--- src/rtl/pa_route_pkg.sv ---
package pa_route_pkg;
  localparam int unsigned PA_W = 46;
  localparam int unsigned NFIX = 5;

  typedef enum logic [2:0] {
    TGT_NONE   = 3'd0,
    TGT_DRAM   = 3'd1,
    TGT_PLAT   = 3'd2,
    TGT_MMIO32 = 3'd3,
    TGT_MMIO64 = 3'd4
  } tgt_e;

  // fixed platform windows, index is the platform code
  localparam logic [31:0] FIX_BASE [NFIX] =
    '{32'hE000_0000, 32'hFEC0_0000, 32'hFED0_0000, 32'hFEE0_0000, 32'hFF00_0000};
  localparam int unsigned FIX_LSZ [NFIX] = '{28, 20, 16, 16, 24};

  localparam logic [2:0] SEL_TOLM  = 3'd0;
  localparam logic [2:0] SEL_DRAM  = 3'd1;
  localparam logic [2:0] SEL_B32   = 3'd2;
  localparam logic [2:0] SEL_S32   = 3'd3;
  localparam logic [2:0] SEL_B64   = 3'd4;
  localparam logic [2:0] SEL_S64   = 3'd5;
  localparam logic [2:0] SEL_LOCK  = 3'd6;
endpackage

--- src/rtl/pa_route_win_chk.sv ---
module pa_route_win_chk #(
  parameter int unsigned AW       = 46,
  parameter bit          BELOW_4G = 1'b1
) (
  input  logic [AW-1:0] base_i,
  input  logic [AW-1:0] size_i,
  output logic          en_o,
  output logic          bad_o
);
  logic [AW:0] end_x;
  logic        pow2, aligned, fits;

  assign end_x   = {1'b0, base_i} + {1'b0, size_i};
  assign pow2    = (size_i & (size_i - AW'(1))) == '0;
  assign aligned = (base_i & (size_i - AW'(1))) == '0;

  generate
    if (BELOW_4G) begin : g_low
      assign fits = end_x <= (AW+1)'(64'h1_0000_0000);
    end else begin : g_any
      assign fits = !end_x[AW];
    end
  endgenerate

  assign en_o  = (size_i != '0) && pow2 && aligned && fits;
  assign bad_o = (size_i != '0) && !(pow2 && aligned && fits);
endmodule

--- src/rtl/pa_route_cfg.sv ---
module pa_route_cfg
  import pa_route_pkg::*;
#(
  parameter int unsigned AW = PA_W
) (
  input  logic          clk_i,
  input  logic          rst_ni,
  input  logic          we_i,
  input  logic [2:0]    sel_i,
  input  logic [AW-1:0] wdata_i,
  output logic [AW-1:0] tolm_o,
  output logic [AW-1:0] dram_o,
  output logic [AW-1:0] b32_o,
  output logic [AW-1:0] s32_o,
  output logic [AW-1:0] b64_o,
  output logic [AW-1:0] s64_o,
  output logic          en32_o,
  output logic          en64_o,
  output logic          lock_o,
  output logic          cfg_err_o,
  output logic          ovl_err_o
);
  localparam logic [AW:0] FOUR_G = (AW+1)'(64'h1_0000_0000);

  logic [AW-1:0] tolm_q, dram_q, b32_q, s32_q, b64_q, s64_q;
  logic          lock_q, cerr_q, oerr_q;
  logic          bad32, bad64, any_ovl, lock_set;
  logic [AW:0]   lo_end, rc_end, e32, e64;
  logic [AW-1:0] hi_len;

  pa_route_win_chk #(.AW(AW), .BELOW_4G(1'b1)) u_chk32 (
    .base_i(b32_q), .size_i(s32_q), .en_o(en32_o), .bad_o(bad32));
  pa_route_win_chk #(.AW(AW), .BELOW_4G(1'b0)) u_chk64 (
    .base_i(b64_q), .size_i(s64_q), .en_o(en64_o), .bad_o(bad64));

  function automatic logic ovl(input logic [AW:0] alo, ahi, blo, bhi);
    return (alo < ahi) && (blo < bhi) && (alo < bhi) && (blo < ahi);
  endfunction

  always_comb begin
    logic [AW:0] flo, fhi;
    hi_len = (dram_q > tolm_q) ? dram_q - tolm_q : '0;
    lo_end = (dram_q < tolm_q) ? {1'b0, dram_q} : {1'b0, tolm_q};
    rc_end = FOUR_G + {1'b0, hi_len};
    e32    = {1'b0, b32_q} + {1'b0, s32_q};
    e64    = {1'b0, b64_q} + {1'b0, s64_q};
    any_ovl = 1'b0;
    for (int i = 0; i < NFIX; i++) begin
      flo = (AW+1)'(FIX_BASE[i]);
      fhi = flo + ((AW+1)'(1) << FIX_LSZ[i]);
      any_ovl |= ovl(flo, fhi, '0, lo_end);
      any_ovl |= en32_o && ovl(flo, fhi, {1'b0, b32_q}, e32);
      any_ovl |= en64_o && ovl(flo, fhi, {1'b0, b64_q}, e64);
    end
    any_ovl |= en32_o && ovl({1'b0, b32_q}, e32, '0, lo_end);
    any_ovl |= en64_o && ovl({1'b0, b64_q}, e64, '0, lo_end);
    any_ovl |= en64_o && ovl({1'b0, b64_q}, e64, FOUR_G, rc_end);
    any_ovl |= en32_o && en64_o && ovl({1'b0, b32_q}, e32, {1'b0, b64_q}, e64);
  end

  assign lock_set = we_i && !lock_q && (sel_i == SEL_LOCK) && wdata_i[0];

  always_ff @(posedge clk_i or negedge rst_ni) begin
    if (!rst_ni) begin
      tolm_q <= '0; dram_q <= '0; b32_q <= '0; s32_q <= '0;
      b64_q  <= '0; s64_q  <= '0;
      lock_q <= 1'b0; cerr_q <= 1'b0; oerr_q <= 1'b0;
    end else if (we_i && !lock_q) begin
      unique case (sel_i)
        SEL_TOLM: tolm_q <= wdata_i;
        SEL_DRAM: dram_q <= wdata_i;
        SEL_B32:  b32_q  <= wdata_i;
        SEL_S32:  s32_q  <= wdata_i;
        SEL_B64:  b64_q  <= wdata_i;
        SEL_S64:  s64_q  <= wdata_i;
        default: ;
      endcase
      if (lock_set) begin
        lock_q <= 1'b1;
        cerr_q <= bad32 || bad64;
        oerr_q <= any_ovl;
      end
    end
  end

  assign tolm_o = tolm_q; assign dram_o = dram_q;
  assign b32_o  = b32_q;  assign s32_o  = s32_q;
  assign b64_o  = b64_q;  assign s64_o  = s64_q;
  assign lock_o = lock_q; assign cfg_err_o = cerr_q; assign ovl_err_o = oerr_q;

  assert_cfg_frozen_R11: assert property (@(posedge clk_i) disable iff (!rst_ni)
    lock_q |=> ($stable(tolm_q) && $stable(dram_q) && $stable(b32_q) &&
                $stable(s32_q) && $stable(b64_q) && $stable(s64_q) && lock_q));
  assert_cfg_err_sticky_R7: assert property (@(posedge clk_i) disable iff (!rst_ni)
    cerr_q |=> cerr_q);
  assert_ovl_err_sticky_R8: assert property (@(posedge clk_i) disable iff (!rst_ni)
    oerr_q |=> oerr_q);
endmodule

--- src/rtl/pa_route_match.sv ---
module pa_route_match
  import pa_route_pkg::*;
#(
  parameter int unsigned AW = PA_W
) (
  input  logic [AW-1:0] addr_i,
  input  logic [AW-1:0] tolm_i,
  input  logic [AW-1:0] dram_i,
  input  logic [AW-1:0] b32_i,
  input  logic [AW-1:0] s32_i,
  input  logic [AW-1:0] b64_i,
  input  logic [AW-1:0] s64_i,
  input  logic          en32_i,
  input  logic          en64_i,
  output tgt_e          tgt_o,
  output logic [2:0]    plat_o,
  output logic [AW-1:0] xlat_o
);
  localparam logic [AW:0] FOUR_G = (AW+1)'(64'h1_0000_0000);

  logic          fix_hit, hit32, hit64, lo_hit, rc_hit;
  logic [2:0]    fix_id;
  logic [AW-1:0] hi_len, lo_lim;
  logic [AW:0]   ax, rc_off;

  always_comb begin
    fix_hit = 1'b0;
    fix_id  = '0;
    for (int i = NFIX - 1; i >= 0; i--) begin
      if (((addr_i ^ AW'(FIX_BASE[i])) >> FIX_LSZ[i]) == '0) begin
        fix_hit = 1'b1;
        fix_id  = 3'(i);
      end
    end
  end

  assign hit32  = en32_i && (((addr_i ^ b32_i) & ~(s32_i - AW'(1))) == '0);
  assign hit64  = en64_i && (((addr_i ^ b64_i) & ~(s64_i - AW'(1))) == '0);
  assign hi_len = (dram_i > tolm_i) ? dram_i - tolm_i : '0;
  assign lo_lim = (dram_i < tolm_i) ? dram_i : tolm_i;
  assign ax     = {1'b0, addr_i};
  assign lo_hit = addr_i < lo_lim;
  assign rc_hit = (ax >= FOUR_G) && (ax < FOUR_G + {1'b0, hi_len});
  assign rc_off = ax - FOUR_G + {1'b0, tolm_i};

  always_comb begin
    tgt_o  = TGT_NONE;
    plat_o = '0;
    xlat_o = '0;
    if (fix_hit) begin
      tgt_o  = TGT_PLAT;
      plat_o = fix_id;
      xlat_o = addr_i;
    end else if (hit32) begin
      tgt_o  = TGT_MMIO32;
      xlat_o = addr_i;
    end else if (hit64) begin
      tgt_o  = TGT_MMIO64;
      xlat_o = addr_i;
    end else if (lo_hit) begin
      tgt_o  = TGT_DRAM;
      xlat_o = addr_i;
    end else if (rc_hit) begin
      tgt_o  = TGT_DRAM;
      xlat_o = rc_off[AW-1:0];
    end
  end
endmodule

--- src/rtl/pa_route_dec.sv ---
module pa_route_dec
  import pa_route_pkg::*;
#(
  parameter int unsigned AW = PA_W
) (
  input  logic          clk_i,
  input  logic          rst_ni,
  input  logic          cfg_we_i,
  input  logic [2:0]    cfg_sel_i,
  input  logic [AW-1:0] cfg_wdata_i,
  input  logic          req_valid_i,
  input  logic [AW-1:0] req_addr_i,
  output logic          req_ready_o,
  output logic          rsp_valid_o,
  output logic [2:0]    rsp_tgt_o,
  output logic [2:0]    rsp_plat_o,
  output logic [AW-1:0] rsp_addr_o,
  output logic          rsp_err_o,
  output logic          cfg_err_o,
  output logic          ovl_err_o
);
  logic [AW-1:0] tolm, dram, b32, s32, b64, s64, xlat;
  logic          en32, en64, lock, acc;
  tgt_e          tgt;
  logic [2:0]    plat;

  pa_route_cfg #(.AW(AW)) u_cfg (
    .clk_i, .rst_ni,
    .we_i(cfg_we_i), .sel_i(cfg_sel_i), .wdata_i(cfg_wdata_i),
    .tolm_o(tolm), .dram_o(dram), .b32_o(b32), .s32_o(s32),
    .b64_o(b64), .s64_o(s64), .en32_o(en32), .en64_o(en64),
    .lock_o(lock), .cfg_err_o, .ovl_err_o);

  pa_route_match #(.AW(AW)) u_match (
    .addr_i(req_addr_i), .tolm_i(tolm), .dram_i(dram),
    .b32_i(b32), .s32_i(s32), .b64_i(b64), .s64_i(s64),
    .en32_i(en32), .en64_i(en64),
    .tgt_o(tgt), .plat_o(plat), .xlat_o(xlat));

  assign req_ready_o = lock;
  assign acc         = req_valid_i && lock;

  always_ff @(posedge clk_i or negedge rst_ni) begin
    if (!rst_ni) begin
      rsp_valid_o <= 1'b0;
      rsp_tgt_o   <= '0;
      rsp_plat_o  <= '0;
      rsp_addr_o  <= '0;
      rsp_err_o   <= 1'b0;
    end else begin
      rsp_valid_o <= acc;
      if (acc) begin
        rsp_tgt_o  <= tgt;
        rsp_plat_o <= plat;
        rsp_addr_o <= xlat;
        rsp_err_o  <= (tgt == TGT_NONE);
      end
    end
  end

  assert_rsp_latency_R10: assert property (@(posedge clk_i) disable iff (!rst_ni)
    (req_valid_i && req_ready_o) |=> rsp_valid_o);
  assert_no_rsp_idle_R10: assert property (@(posedge clk_i) disable iff (!rst_ni)
    !(req_valid_i && req_ready_o) |=> !rsp_valid_o);
  assert_ready_holds_R10: assert property (@(posedge clk_i) disable iff (!rst_ni)
    req_ready_o |=> req_ready_o);
  assert_hole_not_dram_R2: assert property (@(posedge clk_i) disable iff (!rst_ni)
    (rsp_valid_o && ($past(req_addr_i) >= tolm) &&
     ($past(req_addr_i) <= AW'(64'hFFFF_FFFF))) |-> (rsp_tgt_o != TGT_DRAM));
  assert_dram_in_range_R3: assert property (@(posedge clk_i) disable iff (!rst_ni)
    (rsp_valid_o && rsp_tgt_o == TGT_DRAM) |-> (rsp_addr_o < dram));
  assert_err_no_target_R9: assert property (@(posedge clk_i) disable iff (!rst_ni)
    (rsp_valid_o && rsp_err_o) |-> (rsp_tgt_o == TGT_NONE && rsp_addr_o == '0));
endmodule

--- config.mk ---
export PLATFORM = sky130hd
export DESIGN_NAME = pa_route_dec
export DESIGN_NICKNAME = d
export VERILOG_FILES = /design/src/rtl/pa_route_pkg.sv /design/src/rtl/pa_route_win_chk.sv /design/src/rtl/pa_route_cfg.sv /design/src/rtl/pa_route_match.sv /design/src/rtl/pa_route_dec.sv
export SDC_FILE = /design/constraint.sdc
export NUM_CORES = 2
export LEC_CHECK = 0
export ABC_AREA = 1
export BUFFER_PORTS_ARGS = -buffer_cell sky130_fd_sc_hd__buf_2
export CORE_MARGIN = 2
export CORE_UTILIZATION = 45
export CTS_CLUSTER_SIZE = 14
export DETAILED_ROUTE_END_ITERATION = 8
export REMOVE_ABC_BUFFERS = 1
export SLEW_MARGIN = 40
export SYNTH_ARGS = -nofsm -noshare
export SYNTH_HDL_FRONTEND = slang
export SYNTH_SLANG_ARGS = --single-unit
--- constraint.sdc ---
create_clock -name clk_i -period 5.7 [get_ports clk_i]
set_input_delay 1.14 -clock clk_i [delete_from_list [all_inputs] [get_ports clk_i]]
set_output_delay 1.14 -clock clk_i [all_outputs]
set_load 0.1 [all_outputs]
Word level (Yosys, flattened, before mapping)
Index checks and enable logic that the tools add are counted.
{"block": "classes", "n_addsub": 8, "order_cmp": 43, "eq_ne": 6, "n_mux": 24, "bitwise_logic": 33, "n_reduce_logical": 98}
{"cell": "less-than comparator 32 x 47 -> 1 bit, first input constant", "count": 15}
{"cell": "logical NOT 46 bit", "count": 11}
{"cell": "less-than comparator 46 x 47 -> 1 bit", "count": 8}
{"cell": "less-than comparator 46 x 32 -> 1 bit, second input constant", "count": 8}
{"cell": "2-to-1 mux 46 bit", "count": 8}
{"cell": "AND 46 bit", "count": 6}
{"cell": "less-than comparator 1 x 47 -> 1 bit, first input constant", "count": 3}
{"cell": "adder 46 x 46 -> 47 bit", "count": 2}
{"cell": "less-than comparator 33 x 47 -> 1 bit, first input constant", "count": 2}
{"cell": "less-than comparator 46 x 33 -> 1 bit, second input constant", "count": 2}
{"cell": "less-than comparator 46 bit", "count": 2}
{"cell": "inverter 46 bit", "count": 2}
{"cell": "nonzero test 46 bit", "count": 2}
{"cell": "subtractor 46 x 1 -> 46 bit, second input constant", "count": 2}
{"cell": "bitwise XOR 46 bit", "count": 2}
{"cell": "logical AND 1 bit", "count": 71}
{"cell": "adder 33 x 46 -> 47 bit, first input constant", "count": 1}
{"cell": "<= comparator 47 x 33 -> 1 bit, second input constant", "count": 1}
{"cell": "adder 46 bit", "count": 1}
{"cell": ">= comparator 46 x 33 -> 1 bit, second input constant", "count": 1}
{"cell": "greater-than comparator 46 bit", "count": 1}
{"cell": "subtractor 46 x 33 -> 46 bit, second input constant", "count": 1}
{"cell": "subtractor 46 bit", "count": 1}
{"cell": "2-to-1 mux 3 bit", "count": 10}
{"cell": "13 further kinds", "count": 49}
{"block": "word_totals", "ff_bits": 333, "in_bits": 99, "output_inout_bits": 57, "word_cells": 226}

Logic depth before layout (Yosys ltp)
{"block": "logic_depth", "word_depth": 25, "mapped_depth": 39, "depth_no_buf": 38}

Modules after synthesis
A second synthesis with hierarchy kept.
{"block": "hier_totals", "cells_unflattened": 9748, "hier_area_um2": 57269.9}
{"mod": "pa_route_cfg", "instances": 1, "cells_each": 4924, "area_per_inst_um2": 31133.6, "seq_area_each_um2": 6981.7}
{"mod": "pa_route_match", "instances": 1, "cells_each": 2819, "area_per_inst_um2": 14956.8, "seq_area_each_um2": 0.0}
{"mod": "pa_route_win_chk (u_cfg.u_chk32)", "instances": 1, "cells_each": 1262, "area_per_inst_um2": 6095.8, "seq_area_each_um2": 0.0}
{"mod": "pa_route_win_chk (u_cfg.u_chk64)", "instances": 1, "cells_each": 517, "area_per_inst_um2": 3024.2, "seq_area_each_um2": 0.0}
{"mod": "pa_route_dec", "instances": 1, "cells_each": 226, "area_per_inst_um2": 2059.5, "seq_area_each_um2": 1351.3}

Worst setup path after synthesis
No wires, ideal clock.
{"block": "synth_timing", "path_type": "reg2reg", "startpoint": "register u_cfg.s32_q[7] (netlist: u_cfg.s32_o[7])", "endpoint": "register rsp_addr_o[38]", "setup_time_ns": 0.120, "t_arrival_ns": 4.808, "required_time_ns": 5.580, "path_slack_ns": 0.773, "path_stages_with_launch": 31, "n_path_buf": 0, "synth_period_minus_slack_ns": 4.927, "cell_sequence": "dfrtp_1 > nor2_1 > inv_1 > nor3_1 > nand3_1 > nor2_1 > inv_2 > nor2_2 > nand3_1 > nand3b_1 > or3_1 > nor2_1 > nand2_1 > nor2_2 > nand3_1 > or3_1 > or2_1 > or3_1 > ha_1 > o22ai_1 > nor2_1 > and3_1 > nand4_1 > nor3_1 > a21boi_0 > nand2_1 > nand3_1 > or2_2 > o21ai_0 > nand2_1 > nand2_1"}
{"block": "synth_between", "elab_chain_len": 9, "word_cells_on_any_way": 17, "cone_classes": "add/sub (2); order compare (1); mux (2); bitwise (4); reduce/logical (8)"}
{"element": "from (decl)", "line_no": "pa_route_cfg.sv:25", "text": "logic [AW-1:0] tolm_q, dram_q, b32_q, s32_q, b64_q, s64_q;"}
{"element": "from (signal assigned)", "line_no": "pa_route_cfg.sv:73", "text": "SEL_S32: s32_q <= wdata_i;"}
{"element": "parallel branches: the longest is 6 deep, another holds adder 46 x 46 -> 47 bit"}
{"element": "logical AND 1 bit (*)", "line_no": "pa_route_match.sv:37", "text": "assign hit32 = en32_i && (((addr_i ^ b32_i) & ~(s32_i - AW'(1))) == '0);"}
{"element": "2-to-1 mux 46 bit (*)", "line_no": "pa_route_match.sv:54", "text": "end else if (hit32) begin"}
{"element": "2-to-1 mux 46 bit (*)", "line_no": "pa_route_match.sv:50", "text": "if (fix_hit) begin"}
{"element": "to (signal assigned)", "line_no": "pa_route_dec.sv:55", "text": "rsp_addr_o <= xlat;"}
{"element": "to (decl)", "line_no": "pa_route_dec.sv:17", "text": "output logic [AW-1:0] rsp_addr_o,"}
Every way passes the cells marked *.
A chain may end at the register's enable or synchronous reset.

Final worst setup path
{"block": "layout_timing", "startpoint": "register u_cfg.s32_q[0] (netlist: u_cfg.s32_o[0])", "endpoint": "register rsp_addr_o[24]"}
Same word-level chain as after synthesis.

==> results.toml <==
[placement]
pre_cts_ws_ns = -0.209
finalWeightedCongestion = 1.08
placement.io_buffers = 155
place_hpwl_um = 172000

[grt]
global_route_wire_length_before_repair_um = 291000
first_global_vias = 45800
grt-ovfl-total = 0
antenna_found_initial = 4
largest_net_degree_at_the_start_of_global_routing = 129
all_layer_gr_usage_pct = 41.7

[hold_path]
hold_path_class = "in -> async"

[worst_setup_path]
cp.buffers_inverters = 5
max_stage_delay_ns = 0.43
startpoint_to_endpoint_class_of_the_critical_path = "reg -> reg"
crit_slowest_cell = "or4_1"
worstSetupStartpointType = "flip-flop"
crit_family = "simple AND/OR/NAND/NOR gates"
crit_arrival_ns = 5.98
endpoint_kind = "flip-flop"
crit_top_cell = "nand3_1"
critPathRequiredTime_ns = 6.20
critical_path_peak_fanout = 44

[yosys]
synth_enable_flop_cells = 0
ys_ff_latch = 333
yosysSeqAreaShare_pct = 19.7
synth_cell_types = 62
syn_inst = 6602
yosysWarnings = 0
postSynthAreaPerCell_um2 = 6.40
syn-cell-area_mm2 = 0.0423
ys.flop_type = "dfrtp_1"
postSynth.asyncResetShare_pct = 100

[final_layout]
drive_gt1_share_pct = 8.65
area.growth.synth_to_final_pct = 13.7
filler_cell_count = 9839
num-nets-final = 7801
final_core_utilization_pct = 51.6

[floorplanning]
rows = 112
die-width_um = 310
initial_utilization_pct = 45.3
design.portCount = 156
dieHeight_um = 310
die-area_mm2 = 0.0964
coreArea_mm2 = 0.0932

[cts]
tritoncts.num_buffers = 39
clk_pin_slew_worst_paths_ns = 0.06
holdBufCountCts = 0
clock_insertion_delay_worst_skew_ns = 0.63
cts_tree = "built"
numClockSinks = 333
cts_root_buf = "clkbuf_16"
clock_tree.htree_level_count = 2
clk_path_buf_depth = 3

[power]
static-leakage-power_nw = 27.0
irDropWorstVdd_mv = 0.213
cellPowerDensity_mw_per_mm2 = 127
total_power_w = 0.00611

[route]
antenna_left = 0
routed_wire_length_um = 205000
routed_wire_length_per_instance_um = 24.8
route.detailed.drc = 0
first_pass_iters = 8
post_drt_via_cell_ratio = 5.87
detailroute.via_count = 48500
initialDrtViolationCount = 5060

[outcome]
outcome = "finished, final reports clean"

[run]
max_cap_viol_count = 0

[sta]
clock.fmax_ghz = 0.183
grt_setup_unrepaired = "no"
worstMarginPinSlew_ns = 0.910
drv_slew = 0
layout_min_cycle_time_ns = 5.48
setup_tns_ns = 0
finalHoldViolations = 0
final.period_utilization_pct = 96.1
fin_worst_skew_ns = 0.0489
worst_rel_slew_slack_pct = 39.4
timing.final.setup_violations = 0
worst_slack_ns = 0.221
==> power by group <==
group / leakage [nW] / internal (W) / switching (W) / total [W]
Combinational: 21.8 / 0.000211 / 0.000783 / 0.000994
Sequential: 4.50 / 0.00240 / 0.0000261 / 0.00243
Clock: 0.628 / 0.00153 / 0.00116 / 0.00269
Total: 27.0 / 0.00414 / 0.00197 / 0.00611
==> logic make-up after synthesis <==
family / Yosys count / share of synthesized area [%]
and+or+nand+nor: 3236 / 32.2
adders and majority gates: 713 / 21.2
AOI/OAI and AO/OA: 1272 / 16.4
buffers and inverters: 950 / 8.51
DFF: 333 / 19.7
xor gates and xnor gates: 98 / 2.03
==> cell usage after synthesis (5+ instances only) <==
master        n  area, um^2
or4_1         8        60.1
a21boi_0     10        75.1
a31oi_1      32         200
dfrtp_1     333        8330
o21bai_1     21         158
nor2_2       10        62.6
inv_2         6        22.5
o2111ai_1     5        43.8
ha_1        709        8870
clkbuf_1     83         312
xor2_1       62         543
a21o_1       18         135
nor4_1       60         375
or2_2        19         119
o21a_1       32         240
xnor2_1      36         315
nor2_1      699        2620
o22ai_1      30         188
a211oi_1     27         203
o221ai_1      8        70.1
nand4_1     164        1030
nor3_1      109         546
a21oi_1     541        2710
o21ai_1       5        25.0
o211ai_1     21         158
buf_2         6        30.0
nand3_1     336        1680
nand3b_1     26         195
o21ai_0     496        2480
nand2_1    1767        6630
inv_1       849        3190
and3_1       14        87.6
==> routing by layer <==
layer	wire length, um	global-route usage [%]	vias to the layer above
met5	29	0	-
met4	14400	24.8	4
met3	20500	9.15	494
met2	84200	62.3	2333
met1	85600	54.9	22700
li1	-	-	23000
==> timing repair <==
action / CTS / global route
setup buffers: 0 / 5
resized for setup: 7 / 51
pin swaps: 1 / 8
endpoints found under the setup margin: 49 / 51
gates cloned: 0 / 1
==> metrics by stage <==
stage | hold slack, ns | instances | instance area [um^2]
floorplan | 0.453 | 6509 | 41900
global placement | 0.468 | 8194 | 46500
detailed placement | 0.460 | 8196 | 46500
CTS | 0.481 | 8265 | 47800
global route | 0.504 | 8271 | 48100
finish | 0.478 | 8273 | 48100
==> path summary, 6_finish.rpt <==
path                              endpoint      startpoint  slack, ns  depth (start not counted)
min                         rsp_addr_o[12]          rst_ni       0.48                          1
max                         rsp_addr_o[24]  u_cfg.s32_o[0]       0.22                         27
max reg2reg                 rsp_addr_o[24]  u_cfg.s32_o[0]       0.22                         27
max in group asynchronous  u_cfg.s64_o[37]          rst_ni       4.05                          2
min in group clk_i          rsp_addr_o[30]  rsp_addr_o[30]       0.48                          2
min reg2reg                 rsp_addr_o[30]  rsp_addr_o[30]       0.48                          2
==> final cells by class <==
class                   instances  area [um^2]  share of cell area [%]
inverters                     857         3220                    6.70
multi-input cells            5320        30600                    63.7
diodes                          2         5.00                  0.0104
flip-flops and latches        333         8330                    17.3
clock inverters                16          206                   0.430
clock buffers                  53         1090                    2.27
well taps                    1254         1570                    3.26
repair buffers                438         3030                    6.31
==> layout by cell type, fill, tap and decap left out, types with 8 or more instances in the layout <==
cell / count
buf_4: 271
buf_2: 154
and3_1: 14
o21a_1: 32
a211oi_1: 27
nor2_2: 19
clkbuf_16: 39
nor3_1: 103
o221ai_1: 8
a21boi_0: 9
inv_1: 847
nand3b_1: 26
or4_1: 8
nand2_1: 1757
dfrtp_1: 333
nand2_2: 12
nor4_1: 57
nor2_1: 684
o211ai_1: 21
o22ai_1: 30
ha_1: 708
a21oi_1: 539
o21ai_0: 491
xor2_1: 62
a21o_1: 18
o21bai_1: 21
clkbuf_1: 8
nand3_1: 329
buf_12: 9
o21ai_1: 9
xnor2_1: 36
a31oi_1: 32
nand4_1: 164
or2_2: 19
==> flip-flops by register name, indices dropped and copies added, names as in the netlist <==
signal and count:
rsp_plat_o 3, rsp_tgt_o 3, u_cfg.b64_o 46, rsp_addr_o 46
rsp_valid_o 1, u_cfg.tolm_o 46, u_cfg.b32_o 46, u_cfg.cfg_err_o 1
rsp_err_o 1, u_cfg.s32_o 46, u_cfg.ovl_err_o 1, u_cfg.s64_o 46
u_cfg.dram_o 46, u_cfg.lock_o 1
No activity file was read; power rests on OpenSTA's default activity.
